File: src/rtl/spi_fis_pkg.sv
package spi_fis_pkg;

    localparam int WD_W  = 5;
    localparam int CLR_W = 4;

    // interrupt vector, bit 0 at the bottom
    typedef struct packed {
        logic rx_high;
        logic rx_ovf;
        logic rx_unf;
        logic tx_ovf;
        logic tx_low;
    } irq_vec_t;

    typedef struct packed {
        logic rx_full;
        logic rx_empty;
        logic tx_empty;
        logic tx_full;
        logic busy;
    } stat_vec_t;

    // clear register layout
    localparam int CLR_ALL = 0;
    localparam int CLR_UNF = 1;
    localparam int CLR_ROV = 2;
    localparam int CLR_TOV = 3;

    function automatic logic thr_legal(input logic [WD_W-1:0] v, input int depth);
        return int'(v) < depth;
    endfunction

endpackage

File: src/rtl/spi_fis_level.sv
module spi_fis_level
    import spi_fis_pkg::*;
#(
    parameter int DEPTH = 16
) (
    input  logic            clk,
    input  logic            rst,
    input  logic            push,
    input  logic            pop,
    output logic [WD_W-1:0] level,
    output logic            full,
    output logic            empty,
    output logic            push_lost,
    output logic            pop_starved
);
    localparam logic [WD_W-1:0] TOP = WD_W'(DEPTH);

    logic take_push, take_pop;

    assign full        = (level == TOP);
    assign empty       = (level == '0);
    assign take_push   = push && !full;
    assign take_pop    = pop && !empty;
    assign push_lost   = push && full;
    assign pop_starved = pop && empty;

    always_ff @(posedge clk) begin
        if (rst) begin
            level <= '0;
        end else if (take_push != take_pop) begin
            level <= take_push ? level + 1'b1 : level - 1'b1;
        end
    end
endmodule

File: src/rtl/spi_fis_thresh.sv
module spi_fis_thresh
    import spi_fis_pkg::*;
#(
    parameter int DEPTH = 16
) (
    input  logic            clk,
    input  logic            rst,
    input  logic            wr,
    input  logic [WD_W-1:0] wdata,
    output logic [WD_W-1:0] thr
);
    always_ff @(posedge clk) begin
        if (rst) begin
            thr <= '0;
        end else if (wr && thr_legal(wdata, DEPTH)) begin
            thr <= wdata;
        end
    end
endmodule

File: src/rtl/spi_fis_irq.sv
module spi_fis_irq
    import spi_fis_pkg::*;
(
    input  logic             clk,
    input  logic             rst,
    input  logic [WD_W-1:0]  tx_level,
    input  logic [WD_W-1:0]  rx_level,
    input  logic [WD_W-1:0]  tx_thr,
    input  logic [WD_W-1:0]  rx_thr,
    input  logic             ev_tx_ovf,
    input  logic             ev_rx_unf,
    input  logic             ev_rx_ovf,
    input  logic             mask_wr,
    input  logic [WD_W-1:0]  mask_wdata,
    input  logic             clr_wr,
    input  logic [CLR_W-1:0] clr_wdata,
    output logic [WD_W-1:0]  mask_q,
    output irq_vec_t         raw,
    output irq_vec_t         enabled
);
    logic tx_ovf_q, rx_unf_q, rx_ovf_q;
    logic kill_tov, kill_unf, kill_rov;

    assign kill_tov = clr_wr && (clr_wdata[CLR_ALL] || clr_wdata[CLR_TOV]);
    assign kill_unf = clr_wr && (clr_wdata[CLR_ALL] || clr_wdata[CLR_UNF]);
    assign kill_rov = clr_wr && (clr_wdata[CLR_ALL] || clr_wdata[CLR_ROV]);

    // a new event beats a clear in the same cycle
    always_ff @(posedge clk) begin
        if (rst) begin
            tx_ovf_q <= 1'b0;
            rx_unf_q <= 1'b0;
            rx_ovf_q <= 1'b0;
            mask_q   <= '0;
        end else begin
            tx_ovf_q <= ev_tx_ovf || (tx_ovf_q && !kill_tov);
            rx_unf_q <= ev_rx_unf || (rx_unf_q && !kill_unf);
            rx_ovf_q <= ev_rx_ovf || (rx_ovf_q && !kill_rov);
            if (mask_wr) mask_q <= mask_wdata;
        end
    end

    always_comb begin
        raw.tx_low  = (tx_level <= tx_thr);
        raw.tx_ovf  = tx_ovf_q;
        raw.rx_unf  = rx_unf_q;
        raw.rx_ovf  = rx_ovf_q;
        raw.rx_high = (rx_level > rx_thr);
        enabled     = irq_vec_t'(raw & irq_vec_t'(mask_q));
    end
endmodule

File: src/rtl/spi_fis_top.sv
module spi_fis_top
    import spi_fis_pkg::*;
#(
    parameter int DEPTH = 16
) (
    input  logic             clk,
    input  logic             rst,
    input  logic             tx_push,
    input  logic             tx_pop,
    input  logic             rx_push,
    input  logic             rx_pop,
    input  logic             engine_busy,
    input  logic             tx_thr_wr,
    input  logic             rx_thr_wr,
    input  logic [4:0]       thr_wdata,
    input  logic             mask_wr,
    input  logic [4:0]       mask_wdata,
    input  logic             clr_wr,
    input  logic [3:0]       clr_wdata,
    output logic [4:0]       tx_level,
    output logic [4:0]       rx_level,
    output logic [4:0]       tx_thr,
    output logic [4:0]       rx_thr,
    output logic [4:0]       irq_mask,
    output logic [4:0]       raw_irq,
    output logic [4:0]       masked_irq,
    output logic             irq,
    output logic [4:0]       status
);
    initial begin
        if (DEPTH < 2 || DEPTH > 31) $error("DEPTH must be within 2..31");
    end

    logic tx_full, tx_empty, rx_full, rx_empty;
    logic tx_lost, tx_starved_unused, rx_lost, rx_starved;
    irq_vec_t  raw_v, en_v;
    stat_vec_t st_v;

    spi_fis_level #(.DEPTH(DEPTH)) u_tx_lvl (
        .clk(clk), .rst(rst), .push(tx_push), .pop(tx_pop),
        .level(tx_level), .full(tx_full), .empty(tx_empty),
        .push_lost(tx_lost), .pop_starved(tx_starved_unused)
    );

    spi_fis_level #(.DEPTH(DEPTH)) u_rx_lvl (
        .clk(clk), .rst(rst), .push(rx_push), .pop(rx_pop),
        .level(rx_level), .full(rx_full), .empty(rx_empty),
        .push_lost(rx_lost), .pop_starved(rx_starved)
    );

    spi_fis_thresh #(.DEPTH(DEPTH)) u_tx_thr (
        .clk(clk), .rst(rst), .wr(tx_thr_wr), .wdata(thr_wdata), .thr(tx_thr)
    );

    spi_fis_thresh #(.DEPTH(DEPTH)) u_rx_thr (
        .clk(clk), .rst(rst), .wr(rx_thr_wr), .wdata(thr_wdata), .thr(rx_thr)
    );

    spi_fis_irq u_irq (
        .clk(clk), .rst(rst),
        .tx_level(tx_level), .rx_level(rx_level),
        .tx_thr(tx_thr), .rx_thr(rx_thr),
        .ev_tx_ovf(tx_lost), .ev_rx_unf(rx_starved), .ev_rx_ovf(rx_lost),
        .mask_wr(mask_wr), .mask_wdata(mask_wdata),
        .clr_wr(clr_wr), .clr_wdata(clr_wdata),
        .mask_q(irq_mask), .raw(raw_v), .enabled(en_v)
    );

    always_comb begin
        st_v.busy     = engine_busy || !tx_empty;
        st_v.tx_full  = tx_full;
        st_v.tx_empty = tx_empty;
        st_v.rx_empty = rx_empty;
        st_v.rx_full  = rx_full;
    end

    assign raw_irq    = raw_v;
    assign masked_irq = en_v;
    assign irq        = |en_v;
    assign status     = st_v;
endmodule

File: config.mk
export PLATFORM = sky130hd
export DESIGN_NAME = spi_fis_top
export DESIGN_NICKNAME = d
export VERILOG_FILES = /design/src/rtl/spi_fis_pkg.sv /design/src/rtl/spi_fis_level.sv /design/src/rtl/spi_fis_thresh.sv /design/src/rtl/spi_fis_irq.sv /design/src/rtl/spi_fis_top.sv
export SDC_FILE = /design/constraint.sdc
export NUM_CORES = 1
export LEC_CHECK = 0
export ABC_AREA = 1
export CAP_MARGIN = 20
export CORE_AREA = 2 2 74 76
export CTS_BUF_LIST = sky130_fd_sc_hd__clkbuf_8
export CTS_CLUSTER_SIZE = 10
export DETAILED_ROUTE_END_ITERATION = 8
export DIE_AREA = 0 0 76 78
export DONT_BUFFER_PORTS = 1
export GPL_ROUTABILITY_DRIVEN = 0
export PLACE_DENSITY = 0.61
export SKIP_CTS_REPAIR_TIMING = 1
export SLEW_MARGIN = 20
export SYNTH_ARGS = -nofsm -noshare
export SYNTH_HDL_FRONTEND = slang
export SYNTH_HIERARCHICAL = 1
export SYNTH_SLANG_ARGS = --single-unit
export TNS_END_PERCENT = 30
File: constraint.sdc
create_clock -name clk -period 2.1 [get_ports clk]
set_input_delay 0.315 -clock clk [delete_from_list [all_inputs] [get_ports clk]]
set_output_delay 0.315 -clock clk [all_outputs]
set_load 0.02 [all_outputs]
Yosys cells after proc, flatten, opt, wreduce, memory -nomap -nowiden
Index checks and enable logic that the tools add are counted.

word-level totals
  register bits after elaboration = 28
  input port bits = 25
  output and inout bits = 41
  logic and storage cells = 54

cells by class
  add/sub/neg operators = 4
  order comparisons = 3
  equal/unequal tests = 4
  muxes and demuxes = 2
  bitwise logic cells = 1
  reductions and logical operators = 32

operators by type and width
  operator                                           number
  logical AND 1 bit                                  15
  adder 5 x 1 -> 5 bit (second input constant)       2
  == test 5 bit (second input constant)              2
  logical NOT 5 bit                                  2
  two-way mux 5 bit                                  2
  subtractor 5 x 1 -> 5 bit (second input constant)  2
  logical NOT 1 bit                                  7
  logical OR 1 bit                                   7
  bitwise AND 5 bit                                  1
  greater-than comparator 5 bit                      1
  <= comparator 5 bit                                1
  < comparator 5 bit (second input constant)         1
  OR reduction 5 bit                                 1
  inequality test 1 bit                              2

Logic depth before layout (Yosys ltp)
  depth after elaboration = 5
  depth in mapped cells = 12
  gate-level depth less buffers = 12

Cells and area by module
Netlist, hierarchy kept.

modules (own cells, without submodules)
  module          times used  cells each  area each (um2)  sequential area each (um2)
  spi_fis_level   2           62          431.7            100.1
  spi_fis_irq     1           94          629.4            160.2
  spi_fis_thresh  2           31          210.2            100.1
  spi_fis_top     1           10          53.8             0.0

Worst setup path after synthesis
Ideal clock, no wire load.

  path kind = reg-to-output
  start point = reg u_tx_thr.thr[4]
  end point = out irq
  arrival = 1.722 ns
  required time = 1.785 ns
  setup slack = 0.063 ns
  stages on the path, launching flop included = 9
  cell sequence = dfxtp_1 > inv_1 > ha_1 > nand2_1 > nor2_1 > nand2_1 > a21oi_1 > inv_1 > nand3_1

on the way
  cells in the longest elaborated chain, start to end = 3

RTL lines
  item                    RTL line              RTL
  from (decl)             spi_fis_thresh.sv:10  output logic [WD_W-1:0] thr
  from (signal assigned)  spi_fis_thresh.sv:16  thr <= wdata;
  <= comparator 5 bit     spi_fis_irq.sv:44     raw.tx_low = (tx_level <= tx_thr);
  bitwise AND 5 bit       spi_fis_irq.sv:49     enabled = irq_vec_t'(raw & irq_vec_t'(mask_q));
  net masked_irq[0]       spi_fis_top.sv:26     output logic [4:0] masked_irq,
  OR reduction 5 bit      spi_fis_top.sv:79     assign irq = |en_v;
  to (decl)               spi_fis_top.sv:27     output logic irq,

The timed path passes the listed nets, and every way through them passes these cells.

Worst setup path in the final report
  start point = reg u_rx_thr.thr[4]
  end point = out irq

on the way
  cells in the longest elaborated chain, start to end = 3

RTL lines
  item                           RTL line              RTL
  from (decl)                    spi_fis_thresh.sv:10
  from (signal assigned)         spi_fis_thresh.sv:16
  greater-than comparator 5 bit  spi_fis_irq.sv:48     raw.rx_high = (rx_level > rx_thr);
  bitwise AND 5 bit              spi_fis_irq.sv:49
  OR reduction 5 bit             spi_fis_top.sv:79

No other way between the ends.

==> results_dict.tcl <==
set metrics [dict create \
    syn_to_final_growth_pct 13.5 \
    period_share 0.942 \
    diodes 0 \
    timing.final.crit_period_ns 1.98 \
    setup_viol 0 \
    synth_cells 288 \
    routedWlPerCell_um 11.7 \
    syn_avg_cell_area_um2 6.80 \
    design.portCount 66 \
    internal_power_mw 1.47 \
    worst_slack_ns 0.122 \
    fp.dieW_um 76 \
    hp-class "in -> reg" \
    swShare 0.517 \
    grt_overflow 0 \
    power_frac_comb 0.634 \
    peakVddDrop_mv 0.530 \
    drt_pass1_iterations 4 \
    io_buffers 0 \
    clk_path_buf_depth 2 \
    cts_root_buf "clkbuf_8" \
    grt_setup_unrepaired "false" \
    p_per_area_nw_per_um2 1370 \
    finalMaxSlewViolations 0 \
    fp.coreArea_um2 5040 \
    arrival_ns 1.66 \
    crit_path_start_kind "flop" \
    antenna_found_initial 0 \
    grt_max_degree 15 \
    wl_um 4370 \
    netlist_area_um2 1960 \
    cp-end-kind "primary output" \
    p_leak_nw 1.20 \
    pwr-share-clk 0.099 \
    clkTransAtPathRegs_ns 0.10 \
    setup_tns_ns 0 \
    nNetsFinal 350 \
    maxSlewHeadroom 0.800 \
    status "completed" \
    cp.required_ns 1.78 \
    first_global_vias 1615 \
    maxCapViolCount 0 \
    cts.sinks 28 \
    grtUsageTotal 0.150 \
    drive_gt1_frac 0.220 \
    cts_tree "yes" \
    worst-setup-path-type "reg -> out" \
    worstMarginPinSlew_ns 0.299 \
    post-place-ws_ns 0.190 \
    yosysWarnings 6 \
    seq_power_share 0.267 \
    drc 0 \
    h-tree-depth 1 \
    initial_core_util 0.389 \
    grt_pass1_wl_um 7220 \
    net-switching-power_mw 1.57 \
    ant_nets 0 \
    chipHeight_um 78 \
    vias 1706 \
    max_freq_mhz 505 \
    avgViaCountPerCell 4.55 \
    path_max_fanout 2 \
    rows 26 \
    skew_ns 0.00308 \
    cts_inserted_buffers 3 \
    finalHoldViolCount 0 \
    clk_latency_ns 0.27 \
    hpwl_um 3580 \
    drtIter0Drc 63 \
    syn_nets 331 \
    die-area_um2 5930 \
]
## routing by layer
metal | vias up | global-route usage | share of wire
li1 | 912 | - | -
met1 | 742 | 0.192 | 0.46
met2 | 48 | 0.256 | 0.47
met3 | 4 | 0.0360 | 0.062
met4 | 0 | 0.0382 | 0.0082
met5 | - | 0 | 0
## metrics by stage
stage | std cells | util | total power [mW] | instance area [um2] | hold WS (ns)
6_report | 375 | 0.441 | 3.04 | 2220 | 0.0951
5_1_grt | 375 | 0.441 | 3.34 | 2220 | 0.0759
4_1_cts | 375 | 0.436 | 3.03 | 2200 | 0.0846
3_5_place_dp | 372 | 0.428 | 2.71 | 2160 | 0.392
3_3_place_gp | 372 | 0.428 | 2.68 | 2160 | 0.391
2_1_floorplan | 288 | - | 2.32 | 1960 | 0.439
## flip-flops by register name, summed over array words and instances, names as in the netlist
signal and cells:
u_rx_thr/thr 5, u_irq/rx_unf_q 1, u_tx_lvl/level 5, u_rx_lvl/level 5, u_irq/mask_q 5, u_tx_thr/thr 5, u_irq/tx_ovf_q 1, u_irq/rx_ovf_q 1
## layout make-up
| class | instances | area (um2) |
|---|---|---|
| fillers | 541 | 2820 |
| multi-input cells | 192 | 1130 |
| flip-flops and latches | 28 | 566 |
| inverters | 60 | 230 |
| repair buffers | 22 | 165 |
| well taps | 70 | 87.6 |
| clock buffers | 3 | 41.3 |
## cell usage in the layout (no fill, tap or decap)
| master | n |
|---|---|
| nand2_1 | 53 |
| inv_1 | 51 |
| ha_1 | 16 |
| nand3_1 | 17 |
| inv_4 | 2 |
| buf_4 | 22 |
| xor2_1 | 4 |
| dfxtp_2 | 4 |
| nand2_4 | 9 |
| a21oi_1 | 14 |
| nor2_4 | 4 |
| o21ai_1 | 6 |
| a211oi_1 | 2 |
| fa_1 | 2 |
| nand2_2 | 4 |
| clkbuf_8 | 3 |
| dfxtp_1 | 24 |
| nor2_1 | 46 |
| nand3_2 | 6 |
| inv_2 | 7 |
| a21oi_2 | 1 |
| nor2_2 | 5 |
| o21ai_0 | 3 |
## power by group through the flow
stage | Combinational [mW] | Sequential [mW] | Clock, mW
after floorplan | 1.40 | 0.917 | 0
after global placement | 1.86 | 0.819 | 0
after detailed placement | 1.89 | 0.824 | 0
after CTS | 1.90 | 0.810 | 0.316
after global routing | 2.17 | 0.837 | 0.331
final | 1.93 | 0.811 | 0.299
## worst paths after layout
path,from,to,slack (ns),cells past startpoint
worst max-delay path,u_rx_thr/thr[4],irq,0.12,8
worst max register to register,u_rx_lvl/level[3],u_rx_lvl/level[4],0.24,10
worst min register to register,u_rx_lvl/level[2],u_rx_lvl/level[2],0.54,2
worst min-delay path,rst,u_irq/mask_q[1],0.1,1
## worst max-delay path, stage by stage (launching register included)
cell	delay, ns
dfxtp_2	0.34
inv_1	0.04
ha_1	0.29
a21oi_1	0.20
nand3_2	0.12
nand2_4	0.09
nor2_4	0.04
nor2_2	0.11
nand3_2	0.15
Power figures use the tool's default switching activity.
